--- config.mk ---
export PLATFORM = sky130hd
export DESIGN_NAME = reuse_filter_cache
export DESIGN_NICKNAME = d
export VERILOG_FILES = /design/src/rtl/reuse_filter_cache.sv
export SDC_FILE = /design/constraint.sdc
export NUM_CORES = 1
export LEC_CHECK = 0
export ABC_AREA = 1
export BUFFER_PORTS_ARGS = -buffer_cell sky130_fd_sc_hd__buf_2
export CAP_MARGIN = 20
export CORE_ASPECT_RATIO = 1.1
export CORE_MARGIN = 4
export CORE_UTILIZATION = 38
export CTS_CLUSTER_SIZE = 14
export DETAILED_ROUTE_END_ITERATION = 6
export PLACE_DENSITY = 0.63
export REMOVE_ABC_BUFFERS = 1
export SLEW_MARGIN = 20
export SYNTH_ARGS = -nofsm -noshare
export SYNTH_HDL_FRONTEND = slang
export SYNTH_SLANG_ARGS = --single-unit
--- constraint.sdc ---
create_clock -name clk -period 5.1 [get_ports clk]
set_input_delay 1.02 -clock clk [delete_from_list [all_inputs] [get_ports clk]]
set_output_delay 1.02 -clock clk [all_outputs]
set_load 0.005 [all_outputs]
--- src/rtl/reuse_filter_cache.sv ---
module reuse_filter_cache #(
  parameter int ADDR_W = 12,
  parameter int DATA_W = 16,
  parameter int SETS   = 8,
  parameter int FILT   = 4
) (
  input  logic              clk,
  input  logic              rst_n,
  input  logic              req_valid,
  input  logic [ADDR_W-1:0] req_addr,
  output logic              req_ready,
  output logic              resp_valid,
  output logic [1:0]        resp_src,
  output logic [DATA_W-1:0] resp_data,
  output logic              fill_req,
  output logic [ADDR_W-1:0] fill_addr,
  input  logic              fill_valid,
  input  logic [DATA_W-1:0] fill_data
);
  localparam int IDX_W = $clog2(SETS);
  localparam int TAG_W = ADDR_W - IDX_W;
  localparam int FI_W  = $clog2(FILT);
  localparam logic [FI_W-1:0] OLDEST = FI_W'(FILT - 1);

  logic              fv    [FILT];
  logic [ADDR_W-1:0] faddr [FILT];
  logic [DATA_W-1:0] fdata [FILT];
  logic [FI_W-1:0]   fage  [FILT];

  logic              mv    [SETS][2];
  logic [TAG_W-1:0]  mtag  [SETS][2];
  logic [DATA_W-1:0] mdata [SETS][2];
  logic              mlru  [SETS];

  logic              busy;
  logic [ADDR_W-1:0] miss_addr;

  logic [IDX_W-1:0]  idx;
  logic [TAG_W-1:0]  tag;
  logic [FILT-1:0]   fh;
  logic [1:0]        mh;
  logic              hit_filt, hit_main, acc;
  logic [FI_W-1:0]   fidx, fvic;
  logic              mway;

  assign idx       = req_addr[IDX_W-1:0];
  assign tag       = req_addr[ADDR_W-1:IDX_W];
  assign req_ready = !busy;
  assign fill_req  = busy;
  assign fill_addr = miss_addr;
  assign acc       = req_valid && req_ready;

  for (genvar i = 0; i < FILT; i++) begin : g_fcmp
    assign fh[i] = fv[i] && (faddr[i] == req_addr);
  end
  for (genvar w = 0; w < 2; w++) begin : g_mcmp
    assign mh[w] = mv[idx][w] && (mtag[idx][w] == tag);
  end

  assign hit_filt = |fh;
  assign hit_main = |mh;
  assign mway = !mv[idx][0] ? 1'b0 : (!mv[idx][1] ? 1'b1 : mlru[idx]);

  always_comb begin
    fidx = '0;
    fvic = '0;
    for (int i = 0; i < FILT; i++) begin
      if (fh[i]) fidx = FI_W'(i);
      if (fage[i] == OLDEST) fvic = FI_W'(i);
    end
  end

  always_ff @(posedge clk) begin
    if (!rst_n) begin
      busy       <= 1'b0;
      miss_addr  <= '0;
      resp_valid <= 1'b0;
      resp_src   <= 2'b00;
      resp_data  <= '0;
      for (int i = 0; i < FILT; i++) begin
        fv[i]    <= 1'b0;
        faddr[i] <= '0;
        fdata[i] <= '0;
        fage[i]  <= FI_W'(i);
      end
      for (int s = 0; s < SETS; s++) begin
        mlru[s] <= 1'b0;
        for (int w = 0; w < 2; w++) begin
          mv[s][w]    <= 1'b0;
          mtag[s][w]  <= '0;
          mdata[s][w] <= '0;
        end
      end
    end else begin
      resp_valid <= 1'b0;
      if (acc) begin
        if (hit_main) begin
          resp_valid <= 1'b1;
          resp_src   <= 2'b01;
          resp_data  <= mdata[idx][mh[1]];
          mlru[idx]  <= !mh[1];
        end else if (hit_filt) begin
          resp_valid <= 1'b1;
          resp_src   <= 2'b10;
          resp_data  <= fdata[fidx];
          fv[fidx]   <= 1'b0;
          for (int j = 0; j < FILT; j++)
            if (fage[j] > fage[fidx]) fage[j] <= fage[j] - 1'b1;
          fage[fidx] <= OLDEST;
          mv[idx][mway]    <= 1'b1;
          mtag[idx][mway]  <= tag;
          mdata[idx][mway] <= fdata[fidx];
          mlru[idx]        <= !mway;
        end else begin
          busy      <= 1'b1;
          miss_addr <= req_addr;
        end
      end
      if (busy && fill_valid) begin
        busy        <= 1'b0;
        resp_valid  <= 1'b1;
        resp_src    <= 2'b00;
        resp_data   <= fill_data;
        fv[fvic]    <= 1'b1;
        faddr[fvic] <= miss_addr;
        fdata[fvic] <= fill_data;
        for (int j = 0; j < FILT; j++)
          if (fage[j] < OLDEST) fage[j] <= fage[j] + 1'b1;
        fage[fvic] <= '0;
      end
    end
  end
endmodule

==> results <==
- The run finished with clean final reports.
- Derived from the worst setup path, the maximum achievable clock frequency is 0.2475 GHz.
- The post-layout utilization of the core is 0.4375.
- For this run, global-route usage on met1 was measured as 0.2924.
- The largest area contributor in the netlist is sky130_fd_sc_hd__edfxtp_1.
- The post-detailed-route via-to-cell ratio is ~5.3.
- The delay of the slowest cell on the worst path is about 0.52 ns.
- The final count of pins violating max slew is 0.
- The die covers about 75000 um2.
- The placeable core region is 69500 um2.
- The number of routed nets with antenna violations is 0.
- After filler insertion, the fill cell instance count of the layout stands at 6743.
- The final worst-path cycle share is 0.7923.
- The sequential share of the synthesized area is 0.6236.
- In this run the tightest slew margin relative to its limit is 0.3131.
- The pre-antenna-repair detailed-routing pass consisted of 6 iterations.
- 65 I/O pins were placed.
- Together, buffers and inverters on the worst path number 5.
- At the worst endpoint, the arrival time is 4.57 ns.
- The portion of netlist area occupied by mux cells is 0.
- Buffers inserted to repair hold after CTS numbered 0.
- The post-route cell area is 30410 um2.
- The layer with the highest usage after global routing is met2.
- The total wirelength of the detailed-routed design is between 80 and 90 mm.
- The type of the worst min-delay path is reg -> reg.
- The area share of and/or/nand/nor cells after synthesis is 0.2374.
- The fraction of final layout cells with drive strength greater than 1 is 0.1099.
- The peak supply drop is 246.0 uV.
- The total number of placement rows is 101.
- The total count of hold-check failures in the final report is 0.
- In this run the static leakage power is 0.01265 uW.
- The number of nets in the finished design is 2964.
- The proportion of total power due to net switching is 0.2385.
- The synthesized netlist contains 48 unique library cells.
- The cell count after synthesis came out at 2860.
- The share of total power dissipated in combinational logic is 0.078.
- The post-cts sizing count is 0.
- Across the run, the number of max-cap violations was 0.
- Data on the critical path is required at its endpoint by 5.63 ns.
- The most repeated cell in the gate-level netlist after synthesis is sky130_fd_sc_hd__nand2_1.
- At the pin with the least slew margin, the transition time is 1.027 ns.
- The via count of the first global-routing pass was 19.83k.
- The number of sinks driven by the clock tree is 580.
- The DRC violation total after the first TritonRoute iteration is between 2k and 2.5k.
- Of the post-synthesis cell area, the dominant cell type holds 0.5737.
- The average wire length per cell after detail routing is roughly 21 um.
- By count the netlist is led by sky130_fd_sc_hd__nand2_1, sky130_fd_sc_hd__nor2_1, sky130_fd_sc_hd__edfxtp_1.
- The minimum clock period is 4.041 ns.
- The setup TNS after final layout is 0 ns.
- The adder and majority gate portion of the synthesized area is 0.003728.
- After legalization and detailed placement, the total HPWL measured 51.13 mm.
- The share of total power dissipated in the clock network is 0.415.
- The total congestion overflow is 0.
- In the synthesized netlist the dominant register cell turns out to be sky130_fd_sc_hd__edfxtp_1.
- The sequential fraction of design power is 0.507.
- For met2 alone, demand over resource in global routing was 0.3616.
- The compound-gate portion of the synthesized area is 0.06961.
- Entering global routing, the biggest net connects 90 pins.
- The area growth from synthesis to layout is 13.24%.
- The total power density per cell area is 349.7 nW/um2.
- The summed instance area of the synthesized netlist is 26850 um2.
- After clock tree synthesis, the clock-pin slew on the worst setup and hold paths is around 0.060 ns.
- The global-route wire length before repair is 122.7 mm.
- The placed instances occupy a cell area of ~28000 um2.
- The die is around 260 um wide.
- Traced cell by cell, the critical path runs through buf_2 > buf_4 > nor2_2 > nand3_1 > nand2_1 > o21ai_0 > nand3_1 > nor3_1 > buf_4 > nand2_1 > buf_4 > nand3_1 > or3_1 > nand2_1 > nand3_1 > nand2_1 > inv_1.
- The initial antenna violation count is 0.
- Of the total synthesized cell area, the portion taken by XOR and XNOR cells is 0.003914.
- Port buffering added 64 buffers.
- For this design the total switching power over the nets is 2536 uW.
- By area the synthesized netlist is led by sky130_fd_sc_hd__edfxtp_1, sky130_fd_sc_hd__nand2_1, sky130_fd_sc_hd__nor2_1.
- The largest individual stage delay along the critical path comes from the cell sky130_fd_sc_hd__nor2_2.
- The number of enable-type register cells in the synthesized netlist is 513.
- For this run, design rule violations remaining after detail routing come to 0.
- Setup repair after global routing left no endpoint under its margin.
- The post-CTS setup repair buffer count is 0.
- Setup violations remaining at the end of the flow were counted as 0.
- The element type at the critical path start is an input pin.
- Synthesis inferred 580 register bits.
- The count of vias placed by the detailed router is 20.73k.
- The Yosys step of the flow raised 0 warnings.
- The final worst clock skew is 0.02476 ns.
- The worst setup path is of the in -> reg kind.
- The worst setup path is captured at a register.
- TritonCTS built the clock tree.
- The initial cell density of the core is 0.3864.
- The average instance in the mapped netlist occupies 9.389 um2.
- The category of cells accounting for the largest share of critical-path delay is simple AND/OR/NAND/NOR gates.
- The share of async-settable or async-resettable flops after synthesis is 0.
- The global-route usage over all layers is 0.2154.
- The final hold slack is between 0.4 and 0.5 ns.
- CTS built an H-tree with a depth of 2.
- The clock latency on the worst-skew pair is 0.64 ns.
- Measured along the y axis, the die boundary spans 286.8 um.
- The weighted congestion reported at the end of routability-driven placement is 0.9231.
- For this run, global-route usage on met3 was measured as 0.02555.
- The post-placement cell count is about 3.8k.
- By area, the combinational part of the netlist is dominated by simple AND/OR/NAND/NOR gates.
- Clock tree synthesis inserted a total of 59 buffers.
- Cell internal power was estimated by the tool at 8098 uW.
- The number of buffers on the longest clock path is 3.
- The maximum fanout encountered on the critical timing path is 18.
- The count of cells in the finished layout, fillers not included, comes to 3902.
- The root buffer cell is sky130_fd_sc_hd__clkbuf_16.
- The final antenna diode count is 0.
-- through the flow --
stage               setup WS [ns]  total power (uW)
floorplan                -0.02513              5921
global placement           0.5064              6305
detailed placement         0.4737              6313
CTS                         1.155             10690
global route               0.8672             10970
finish                      1.059             10630
-- cells in the final DEF, fill, tap and decap left out, types with 8 or more instances in the layout --
master	instances
sky130_fd_sc_hd__nor3_2	9
sky130_fd_sc_hd__nor3_1	45
sky130_fd_sc_hd__a21oi_1	49
sky130_fd_sc_hd__o22ai_1	19
sky130_fd_sc_hd__a221oi_1	39
sky130_fd_sc_hd__clkinv_2	9
sky130_fd_sc_hd__a22o_1	14
sky130_fd_sc_hd__nand2_1	718
sky130_fd_sc_hd__o21ai_0	100
sky130_fd_sc_hd__dfxtp_1	67
sky130_fd_sc_hd__clkbuf_16	59
sky130_fd_sc_hd__nor2_1	603
sky130_fd_sc_hd__nand3_1	112
sky130_fd_sc_hd__a22oi_1	28
sky130_fd_sc_hd__buf_4	107
sky130_fd_sc_hd__or2_2	11
sky130_fd_sc_hd__nand4_1	45
sky130_fd_sc_hd__o211ai_2	13
sky130_fd_sc_hd__buf_2	63
sky130_fd_sc_hd__clkinv_1	16
sky130_fd_sc_hd__inv_2	9
sky130_fd_sc_hd__inv_1	221
sky130_fd_sc_hd__edfxtp_1	513
sky130_fd_sc_hd__nand2_2	9
sky130_fd_sc_hd__ha_1	8
sky130_fd_sc_hd__clkbuf_1	12
-- final cells by class --
type	instances	area [um2]	area share
Tap cell	927	1160	0.03814
Multi-Input combinational cell	1874	8466	0.2784
Timing Repair Buffer	174	1199	0.03942
Sequential cell	580	16750	0.5507
Clock buffer	76	1590	0.05230
Clock inverter	36	361.6	0.01189
Inverter	235	887.1	0.02917
-- registers in the layout (all words and copies together) (netlist names) --
signal / flops
fill_req: 1
resp_src: 2
resp_data: 16
faddr: 48
fage: 8
mtag: 144
mlru: 8
mdata: 256
fdata: 64
mv: 16
fv: 4
resp_valid: 1
fill_addr: 12
-- power groups by stage --
stage / sequential (uW) / clock [uW] / combinational (uW)
after floorplan: 5480 / 0 / 441
after global placement: 5490 / 0 / 817
after detailed placement: 5490 / 0 / 820
after CTS: 5390 / 4470 / 824
after global routing: 5410 / 4660 / 905
final: 5390 / 4420 / 826
-- worst reg2reg max path, cell delays in order, from the launching register on --
cell and delay (ns):
sky130_fd_sc_hd__edfxtp_1 0.41, sky130_fd_sc_hd__xnor2_1 0.30, sky130_fd_sc_hd__o21ai_0 0.14, sky130_fd_sc_hd__nor2_1 0.29, sky130_fd_sc_hd__nand2_1 0.18, sky130_fd_sc_hd__buf_4 0.28, sky130_fd_sc_hd__inv_1 0.11, sky130_fd_sc_hd__o221ai_1 0.11
sky130_fd_sc_hd__nand2_1 0.08, sky130_fd_sc_hd__inv_1 0.09, sky130_fd_sc_hd__ha_1 0.29, sky130_fd_sc_hd__nor2_1 0.04, sky130_fd_sc_hd__or2_2 0.26, sky130_fd_sc_hd__nand3_1 0.08, sky130_fd_sc_hd__nand2_1 0.05, sky130_fd_sc_hd__nand3_1 0.17
sky130_fd_sc_hd__nand4_1 0.18, sky130_fd_sc_hd__nor2_1 0.15, sky130_fd_sc_hd__nor2_1 0.05, sky130_fd_sc_hd__nand2_1 0.08, sky130_fd_sc_hd__inv_1 0.03
-- cells by family (layout without fill, tap and decap cells) --
group                    count (synthesis)  in the layout
adder cells (fa/ha/maj)                  8              8
AO/OA/AOI/OAI                          283            283
buffers and inverters                  406            521
AND/OR/NAND/NOR                       1571           1571
XOR/XNOR                                12             12
flip-flops                             580            580
-- final timing paths --
kind	cells past startpoint	startpoint	to	slack, ns
hold reg to reg	2	mv[3][0]$_DFF_P_	mv[3][0]$_DFF_P_	0.44
setup reg to reg	20	faddr[3][2]$_DFFE_PP_	fage[0][0]$_SDFFE_PP0P_	1.64
hold / removal	2	mv[3][0]$_DFF_P_	mv[3][0]$_DFF_P_	0.44
setup / recovery	17	req_addr[2]	resp_data[9]$_SDFFE_PN0P_	1.06
-- per-layer routing --
layer | routed length, um | up-vias | share of wire
li1 | - | 9641 | -
met1 | 33890 | 10093 | 0.41
met2 | 39660 | 841 | 0.48
met3 | 5750 | 153 | 0.070
met4 | 2586 | 0 | 0.032
met5 | 0 | - | 0
(Power assumes the default switching activity.)
